[config.mk]
export PLATFORM = sky130hd
export DESIGN_NAME = ts_pid_gate
export DESIGN_NICKNAME = d
export VERILOG_FILES = /design/src/rtl/ts_pid_gate.sv
export SDC_FILE = /design/constraint.sdc
export NUM_CORES = 1
export LEC_CHECK = 0
export BUFFER_PORTS_ARGS = -buffer_cell sky130_fd_sc_hd__buf_4
export CORE_UTILIZATION = 40
export DETAILED_ROUTE_END_ITERATION = 16
export MAX_ROUTING_LAYER = met4
export PLACE_DENSITY_LB_ADDON = 0.05
export SYNTH_ARGS = -nofsm -noshare
export SYNTH_HDL_FRONTEND = slang
export SYNTH_SLANG_ARGS = --single-unit
[constraint.sdc]
create_clock -name clk -period 1.6 [get_ports clk]
set_input_delay 0.32 -clock clk [delete_from_list [all_inputs] [get_ports clk]]
set_output_delay 0.32 -clock clk [all_outputs]
set_load 0.02 [all_outputs]
[src/rtl/ts_pid_gate.sv]
module ts_pid_gate #(
  parameter int NSLOT = 8,
  parameter int PKT_BYTES = 188,
  parameter logic [7:0] SYNC_BYTE = 8'h47
) (
  input  logic                     clk,
  input  logic                     rst_n,
  input  logic                     in_valid,
  input  logic                     in_start,
  input  logic [7:0]               in_byte,
  input  logic                     cfg_we,
  input  logic [$clog2(NSLOT)-1:0] cfg_slot,
  input  logic [16:0]              cfg_wdata,
  output logic                     out_valid,
  output logic [31:0]              out_word,
  output logic                     out_last
);

  localparam int CW = $clog2(PKT_BYTES);
  localparam logic [CW-1:0] LAST_IDX = CW'(PKT_BYTES - 1);
  localparam logic [CW-1:0] PID_IDX = CW'(2);
  localparam int EN_BIT = 15;
  localparam int PASS_BIT = 16;
  localparam int ORDER_BIT = 14;
  localparam int BLOCK_BIT = 13;
  localparam logic [13:0] SLOT_OFF = 14'h1FFF;

  logic [NSLOT-1:0][13:0] live_slot, snap_slot;
  logic [2:0] live_glob, snap_glob;
  logic active, keep;
  logic [CW-1:0] cnt;
  logic [23:0] acc;

  wire [12:0] pid_now = {acc[4:0], in_byte};
  logic [NSLOT-1:0] hit;

  for (genvar g = 0; g < NSLOT; g++) begin : g_match
    assign hit[g] = snap_slot[g][13] && (snap_slot[g][12:0] == pid_now);
  end

  wire block_all = snap_glob[2];
  wire pass_all  = snap_glob[1];
  wire little    = snap_glob[0];
  wire decide    = !block_all && (pass_all || |hit);

  wire [31:0] word_be = {acc, in_byte};
  wire [31:0] word_le = {in_byte, acc[7:0], acc[15:8], acc[23:16]};

  always_ff @(posedge clk) begin
    if (!rst_n) begin
      live_slot <= {NSLOT{SLOT_OFF}};
      snap_slot <= {NSLOT{SLOT_OFF}};
      live_glob <= '0;
      snap_glob <= '0;
      active    <= 1'b0;
      keep      <= 1'b0;
      cnt       <= '0;
      acc       <= '0;
      out_valid <= 1'b0;
      out_last  <= 1'b0;
      out_word  <= '0;
    end else begin
      out_valid <= 1'b0;
      out_last  <= 1'b0;
      if (cfg_we) begin
        live_slot[cfg_slot] <= {cfg_wdata[EN_BIT], cfg_wdata[12:0]};
        if (cfg_slot == '0)
          live_glob <= {cfg_wdata[BLOCK_BIT], cfg_wdata[PASS_BIT], cfg_wdata[ORDER_BIT]};
      end
      if (in_valid) begin
        if (in_start) begin
          active <= (in_byte == SYNC_BYTE);
          keep   <= 1'b0;
          cnt    <= CW'(1);
          acc    <= {16'h0, in_byte};
          if (in_byte == SYNC_BYTE) begin
            snap_slot <= live_slot;
            snap_glob <= live_glob;
          end
        end else if (active) begin
          acc <= {acc[15:0], in_byte};
          cnt <= cnt + CW'(1);
          if (cnt == PID_IDX) keep <= decide;
          if (cnt[1:0] == 2'd3 && keep) begin
            out_valid <= 1'b1;
            out_word  <= little ? word_le : word_be;
            out_last  <= (cnt == LAST_IDX);
          end
          if (cnt == LAST_IDX) active <= 1'b0;
        end
      end
    end
  end

  assert_word_follows_byte_R8: assert property (@(posedge clk) disable iff (!rst_n)
    out_valid |-> $past(in_valid));

  assert_last_is_word_R7: assert property (@(posedge clk) disable iff (!rst_n)
    out_last |-> out_valid);

  assert_block_wins_R6: assert property (@(posedge clk) disable iff (!rst_n)
    out_valid |-> !block_all);

  assert_idle_silent_R3: assert property (@(posedge clk) disable iff (!rst_n)
    !active |=> !out_valid);

  assert_config_held_R9: assert property (@(posedge clk) disable iff (!rst_n)
    (active && !(in_valid && in_start)) |=> ($stable(snap_slot) && $stable(snap_glob)));

endmodule

* Yosys cells after proc, flatten, opt, wreduce, memory -nomap -nowiden
Index checks and enable logic that the tools add are counted.
Word-level totals: output and inout port bits 34, word-level logic and storage cells 84, bits of input ports 33, flip-flop bits (word level) 298
Operators by class: bitwise gates (word level) 5, $add $sub $neg 1, reductions and logical operators 24, muxes and demuxes 15, order comparisons 2, eq/ne operators 12
Operators by type and width (number):
- $bwmux 112 | 1
- $eq 13x13->1 | 8
- $mux 24 | 2
- $demux 14 s3 | 1
- $mux 32 | 1
- $mux 8 | 2
- $mux 14 | 1
- $logic_and 1x1->1 | 11
- $add 8x1->8 const B | 1
- $eq 8x2->1 const B | 1
- $eq 8x7->1 const B | 1
- $eq 8x8->1 const B | 1
- $reduce_or 8->1 | 1
- $mux 1 | 7
- $reduce_and 3->1 | 2
- $not 1->1 | 5
- $reduce_or 5->1 | 1
- $lt 3x4->1 const B | 1
- $reduce_and 2->1 | 2
- $reduce_and 4->1 | 1
- $reduce_bool 2->1 | 2
- $reduce_or 4->1 | 1
- $ge 3x1->1 const B | 1
- $logic_not 3->1 | 1
- other kinds (3) | 3

* Longest topological paths before layout
Gate-level depths: netlist (run 1).
depth in word-level cells 8, depth in mapped cells 9, depth with buffers taken out 6

* Worst setup path before layout (run 1)
Ideal clock, no wire load.
path kind input port to flip-flop, start input in_start, end register snap_slot[28] in the netlist's numbering, data required time 1463 ps, path slack 154 ps, stages on the path 8, setup time 137 ps, arrival time 1309 ps, cell sequence buf_4 > nand2_1 > nor2_1 > nand4_2 > buf_2 > buf_2 > nand2_1 > nand3_1
On the way: cells in the longest elaborated chain, start to end 1
RTL lines:
- from (decl) | RTL line 9 | input logic in_start,
- $reduce_and 3->1 (no source line)
- to (signal assigned) | RTL line 52 | snap_slot <= {NSLOT{SLOT_OFF}};
- to (signal assigned) | RTL line 77 | snap_slot <= live_slot;
- to (decl) | RTL line 28 | logic [NSLOT-1:0][13:0] live_slot, snap_slot;
Every way passes these cells. A chain may end at the register's enable or synchronous reset.

* Worst setup path after layout (run 1)
start register acc[2], end register keep
On the way: cells in the longest elaborated chain, start to end 8, elaborated cells on any way between the ends 22
RTL lines:
- from (decl) | RTL line 32 | logic [23:0] acc;
- from (signal assigned) | RTL line 75 | acc <= {16'h0, in_byte};
- from (signal assigned) | RTL line 81 | acc <= {acc[15:0], in_byte};
- $eq 13x13->1 | RTL line 38 | assign hit[g] = snap_slot[g][13] && (snap_slot[g][12:0] == pid_now);
- $logic_and 1x1->1 | RTL line 38
- $reduce_or 8->1 * | RTL line 44 | wire decide = !block_all && (pass_all || |hit);
- $logic_or 1x1->1 * | RTL line 44
- $logic_and 1x1->1 * | RTL line 44
- $mux 1 * | RTL line 83 | if (cnt == PID_IDX) keep <= decide;
- $mux 1 * | RTL line 80 | end else if (active) begin
- $mux 1 * | RTL line 71 | if (in_start) begin
- to (signal assigned) | RTL line 83
- to (decl) | RTL line 30 | logic active, keep;
Mark *: on every way between the ends. The rest lies on a longest branch, timed or not. The select of a mux whose other input is x is not followed.

==> flow_metrics.tcl, run 1 <==
set metrics [dict create \
    cellPowerDensity_nw_per_um2 1119 \
    cp-startpoint "acc[2]$_SDFFE_PN0P_" \
    cts_htree_levels 2 \
    crit_path_max_fanout 5 \
    setup_viol 1 \
    routed_via_density 5.119 \
    ys_seq_area_share_pct 48.84 \
    wl_per_cell_um 18.45 \
    whs_ps 101.5 \
    hpwl_mm 22.60 \
    synthCells 1490 \
    drt_first_iter_violations 928 \
    synthMostInstantiatedCell "nand2_1" \
    cts_hold_buf 0 \
    critPathCapture "keep$_SDFFE_PN0P_" \
    report.final.slew_viol_count 0 \
    cts-buffers-inserted 35 \
    syn-cell-area_um2 12220 \
    crit_path_cell_trace "buf_6 > xnor2_1 > nand4_1 > nor4_4 > nor3_2 > a41oi_2" \
    setup_ws_ps -95.61 \
    wl_mm 36.42 \
    path_class "flip-flop to flip-flop" \
    setup_tns_ps -95.61 \
    switching_share_pct 22.88 \
    cp_slowest_cell "nor4_4" \
    drc 0 \
    rows 63 \
    max_cap_violations 0 \
    hold_viol_final 0 \
    cpPeakStageDelay_ps 500 \
    fin_util_pct 49.99 \
    start_kind "flip-flop" \
    pwr-share-comb_pct 6.0 \
    ios 67 \
    ant_nets 0 \
    timing.rr.end "keep$_SDFFE_PN0P_" \
    final_nets 1596 \
    holdCritPathClass "input pin to flip-flop" \
    p_switching_uw 3824 \
    cp_num_buf_inv 1 \
    vdd_drop_max_mv 0.6099 \
    violations "negative setup slack" \
    relSlewSlack_pct 53.87 \
    n_antenna_cell 0 \
    place_congestion 0.7893 \
    grt_pass1_wl_mm 56.11 \
    gr-usage-all-layers_pct 24.20 \
    avgSynthCellArea_um2 8.198 \
    via_count 10100 \
    yosysTopAreaCellShare_pct 48.84 \
    ys_ff_latch 298 \
    drive_above_1_share_pct 15.03 \
    cts.sinks 298 \
    arrival_ps 2130 \
    period_needed_ps 1696 \
    timing.final.crit_share_pct 106.0 \
    r2r_setup_slack_ps -100 \
    clkLatencyLatePin_ps 510 \
    grt_pass1_vias 9467 \
    p_seq_share_pct 45.5 \
    dieArea_um2 31240 \
    status "finished with violations" \
    ys.warnings.count 0 \
    synth-async-reset-ratio_pct 0 \
    ys.flop_type "dfxtp_1" \
    final_cell_area_um2 14930 \
    intPower_uw 12890 \
    tightest_slew_ps 691.9 \
    rr_worst_depth 6 \
    end_kind "flip-flop" \
    yosys.area.top_type "dfxtp_1" \
    post-place-ws_ps -545.9 \
    pwr-share-clk_pct 48.5 \
    worstPathRequired_ps 2030 \
    antenna_found_initial 0 \
    root_buffer "clkbuf_16" \
    clock.fmax_mhz 589.8 \
    synth_area_leaders "dfxtp_1 49%, nand2_1 16%, nand3_1 8.8%" \
    clk_path_buf_depth 3 \
    grt-ovfl-total 0 \
    p_leak_uw 0.006800 \
    dr.pass1.iters 5 \
    rr_startpoint "acc[2]$_SDFFE_PN0P_" \
    placed_area_um2 13550 \
    rsz0062_at_grt "true" \
    critPathTopFamily "simple AND/OR/NAND/NOR gates" \
    grt_max_degree 131 \
    crit_cells 6 \
    synth_top_cells_by_count "527 x nand2_1, 298 x dfxtp_1, 215 x nand3_1" \
    die-width_um 176.8 \
    synth.net_count 1525 \
    die_h_um 176.8 \
    fin_skew_ps 15.86 \
    cts_tree "built" \
    areaGrowthSynthToFinish_pct 22.25 \
    yosysUniqueCellTypes 37 \
    start_util_pct 40.89 \
    port_buffers 66 \
    synth-edff-count 0 \
    core_area_um2 29870 \
    path_clk_slew_ps 60 \
]
==> per-layer routing <==
layer | GRT usage, % | routed length [µm]
met1 | 34.29 | 17750
met2 | 36.70 | 16460
met3 | 3.007 | 1724
met4 | 5.244 | 484
met5 | - | 0
==> how the worst min path moves through the flow <==
stage,endpoint,slack (ps),startpoint,depth (start not counted)
finish,live_glob[1]$_SDFFE_PN0P_,100,cfg_wdata[16],3
global route,live_glob[1]$_SDFFE_PN0P_,90,cfg_wdata[16],3
CTS,live_glob[1]$_SDFFE_PN0P_,80,cfg_wdata[16],3
detailed placement,snap_slot[27]$_SDFFE_PN0P_,450,snap_slot[27]$_SDFFE_PN0P_,2
global placement,snap_slot[27]$_SDFFE_PN0P_,440,live_slot[27]$_SDFFE_PN0P_,2
floorplan,snap_glob[1]$_SDFFE_PN0P_,430,live_glob[1]$_SDFFE_PN0P_,2
==> through the flow <==
step	instances	power [µW]
finish	1974	16710
CTS	1974	16870
floorplan	1490	8295
global route	1974	17280
detailed placement	1915	8747
global placement	1915	8744
==> area by class of cell <==
| type | count | area [µm²] |
|---|---|---|
| Sequential cell | 298 | 5978 |
| Clock inverter | 13 | 143.9 |
| Timing Repair Buffer | 153 | 1453 |
| Fill cell | 2910 | 14940 |
| Inverter | 2 | 7.507 |
| Tap cell | 390 | 488.0 |
| Clock buffer | 47 | 1023 |
| Multi-Input combinational cell | 1071 | 5839 |
==> tightest hold or removal path, delay by kind of cell <==
kind            cells  cell delay [ps]
simple gates        1               50
compound gates      1               60
buf+inv             1              130
==> power by group through the flow <==
stage          Clock [µW]  Combinational [µW]  Sequential [µW]
2_1_floorplan           0                 551             7740
3_3_place_gp            0                 987             7760
3_5_place_dp            0                 989             7760
4_1_cts              8270                1000             7600
5_1_grt              8580                1090             7610
6_report             8110                1000             7600
==> cells by family (layout without fill, tap and decap cells) <==
| group | after synthesis | count (layout) | share of synthesized area, % |
|---|---|---|---|
| AOI/OAI and AO/OA | 91 | 91 | 6.054 |
| muxes | 32 | 32 | 2.622 |
| DFF | 298 | 298 | 48.84 |
| adders and majority gates | 2 | 2 | 0.2048 |
| and+or+nand+nor | 838 | 838 | 29.71 |
| buffers and inverters | 121 | 215 | 4.824 |
| xor gates and xnor gates | 108 | 108 | 7.744 |
==> placed cells by master (no fill, tap or decap), types with 11 or more instances in the layout <==
master     Yosys  layout
nand4_1       27      27
nand3_1      215     215
xnor2_1      101      94
a22oi_1       16      16
a21boi_0      19      19
nor2b_1       21      21
mux2i_1       32      32
clkbuf_16      0      38
dfxtp_1      298     292
buf_4         10     126
o211a_1       32      32
a21boi_1      11      11
nor2_1        17      17
nand2_1      527     527
buf_12         0      20
==> flip-flops by register name, summed over array words and instances (netlist names) <==
register,count
out_word,32
out_valid,1
active,1
snap_glob,3
cnt,8
live_glob,3
live_slot,112
keep,1
acc,24
snap_slot,112
out_last,1
==> repair_timing <==
| action | CTS | global route |
|---|---|---|
| endpoints found under the setup margin | 1 | 29 |
| gates cloned | 0 | 1 |
| gates resized for setup | 24 | 14 |
| buffers inserted | 0 | 0 |
| pin swaps | 8 | 12 |
Power figures use the tool's default switching activity.
==> inputs of run 2 (changes only) <==
--- a/config.mk
+++ b/config.mk
@@ -6,7 +6,7 @@
 export NUM_CORES = 1
 export LEC_CHECK = 0
 export BUFFER_PORTS_ARGS = -buffer_cell sky130_fd_sc_hd__buf_4
-export CORE_UTILIZATION = 40
+export CORE_UTILIZATION = 60
 export DETAILED_ROUTE_END_ITERATION = 16
 export MAX_ROUTING_LAYER = met4
 export PLACE_DENSITY_LB_ADDON = 0.05
==> run 2 against run 1 <==
The flow now finishes without violations. Worst hold slack got worse by 76 ps. Critical endpoint unchanged. Count of clock-buffer cells in the layout decreased by 1. Setup slack improved by 99 ps. Fmax increased by 6.2%.
==> flow_metrics.tcl, run 2 (same netlist as run 1, synthesis figures left out) <==
set metrics [dict create \
    status "complete, no violations" \
    drc 0 \
    reg.largest.list "live_slot x112, snap_slot x112, out_word x32" \
    cts_htree_levels 1 \
    cts.sinks 298 \
    dr.pass1.iters 5 \
    timing.rr.end "keep$_SDFFE_PN0P_" \
    cts_tree "built" \
    gr-usage-all-layers_pct 33.69 \
    grt-ovfl-total 0 \
    drt_first_iter_violations 865 \
    rsz0062_at_grt "true" \
    timing.final.crit_share_pct 99.82 \
    max_cap_violations 0 \
    p_leak_uw 0.006684 \
    setup_viol 0 \
    end_kind "flip-flop" \
    period_needed_ps 1597 \
    hold_viol_final 0 \
    ios 67 \
    setup_tns_ps 0 \
    hpwl_mm 21.13 \
    final_cell_mix "527 x nand2_1, 292 x dfxtp_1, 215 x nand3_1" \
    placedCellCount 1783 \
    final_nets 1587 \
    place_congestion 0.9260 \
    start_util_pct 61.95 \
    fin_skew_ps 7.135 \
    final_common_cell "nand2_1" \
    ant_nets 0 \
    rr_startpoint "acc[3]$_SDFFE_PN0P_" \
    cp-startpoint "acc[3]$_SDFFE_PN0P_" \
    relSlewSlack_pct 72.21 \
    start_kind "flip-flop" \
    clkLatencyLatePin_ps 560 \
    n_antenna_cell 0 \
    crit_path_max_fanout 4 \
    via_count 10340 \
    arrival_ps 2010 \
    port_buffers 66 \
    die-width_um 144.7 \
    cellPowerDensity_nw_per_um2 1086 \
    die_h_um 144.7 \
    vdd_drop_max_mv 0.9065 \
    holdCritPathClass "input pin to flip-flop" \
    path_clk_slew_ps 60 \
    root_buffer "clkbuf_16" \
    routed_via_density 5.620 \
    areaGrowthSynthToFinish_pct 19.12 \
    final_cells 1840 \
    rows 51 \
    path_class "flip-flop to flip-flop" \
    tightest_slew_ps 413.7 \
    grt_pass1_wl_mm 52.10 \
    hold_depth 3 \
    min_from "cfg_wdata[14]" \
    rr_worst_depth 7 \
    worstPathRequired_ps 2010 \
    report.final.slew_viol_count 0 \
    wl_mm 33.40 \
    cts-buffers-inserted 31 \
    drive_above_1_share_pct 14.35 \
    antenna_found_initial 0 \
    clock.fmax_mhz 626.1 \
    whs_endpoint "live_glob[0]$_SDFFE_PN0P_" \
    core_area_um2 19720 \
    dieArea_um2 20930 \
    r2r_setup_slack_ps 3 \
    cts_hold_buf 0 \
    clk_path_buf_depth 3 \
    wl_per_cell_um 18.15 \
    grt_max_degree 94 \
    grt_pass1_vias 9482 \
]
run 2: cell count changes in the layout (fill, tap and decap cells not counted), moves of 2 or more:
cell	before	now
clkbuf_16	38	31
buf_4	126	124
buf_12	20	22
buf_8	3	0
nor4_4	5	3
nor4_2	3	5
clkbuf_8	7	10
clkbuf_1	4	6
clkinv_2	9	7
run 2: layer usage:
metal	track usage [%]	up-vias	share of wire, %	wire length (µm)
met4	10.86	0	2.6	884
met5	-	-	0	0
met2	52.81	399	46	15530
met3	4.344	67	8.0	2666
li1	-	5022	-	-
met1	45.18	4852	43	14320
run 2: metrics by stage:
stage                     worst slack (ps)  power [µW]  cell area, µm²  utilization [%]  hold slack [ps]
after global routing                -52.04       16290           14550            73.80            31.01
after CTS                            3.539       15870           14540            73.74            9.917
final                                2.907       15810           14550            73.80            25.01
after detailed placement            -295.8        8727           13380            67.84            440.2
after global placement              -158.8        8711           13380            67.84            435.5
after floorplan                      154.1        8295           12220                -            431.0
run 2: power by group:
part           internal (µW)  switching, µW  leakage (µW)
sequential              7530           66.4       0.00242
combinational            401            590       0.00375
clock                   4280           2940      0.000514
total                  12200           3590       0.00668
run 2: worst max path at each step:
stage	to	slack (ps)	depth (start not counted)
floorplan	snap_slot[28]$_SDFFE_PN1P_	150	8
CTS	keep$_SDFFE_PN0P_	4	7
global placement	keep$_SDFFE_PN0P_	-160	8
detailed placement	keep$_SDFFE_PN0P_	-300	8
finish	keep$_SDFFE_PN0P_	3	7
global route	keep$_SDFFE_PN0P_	-50	7
run 2: repair_timing:
item | 4_1_cts | 5_1_grt
resized for setup | 25 | 2
endpoints found under the setup margin | 1 | 1
gates cloned | 0 | 0
pin swaps | 10 | 5
buffers inserted | 3 | 0
run 2: layout make-up:
type                            count  area [µm²]
Clock buffer                       46       922.1
Timing Repair Buffer              148        1396
Inverter                            2       7.507
Multi-Input combinational cell   1071        5814
Clock inverter                     10       103.9
Tap cell                          265       331.6
Fill cell                        1556        5166
Sequential cell                   298        5976
run 2: critical path, stage by stage, from the launching register on:
cell and delay [ps]:
dfxtp_2 340, buf_12 130, buf_4 130, xnor2_1 120
nand4_1 110, nor4_2 60, nor3_1 380, a41oi_2 180
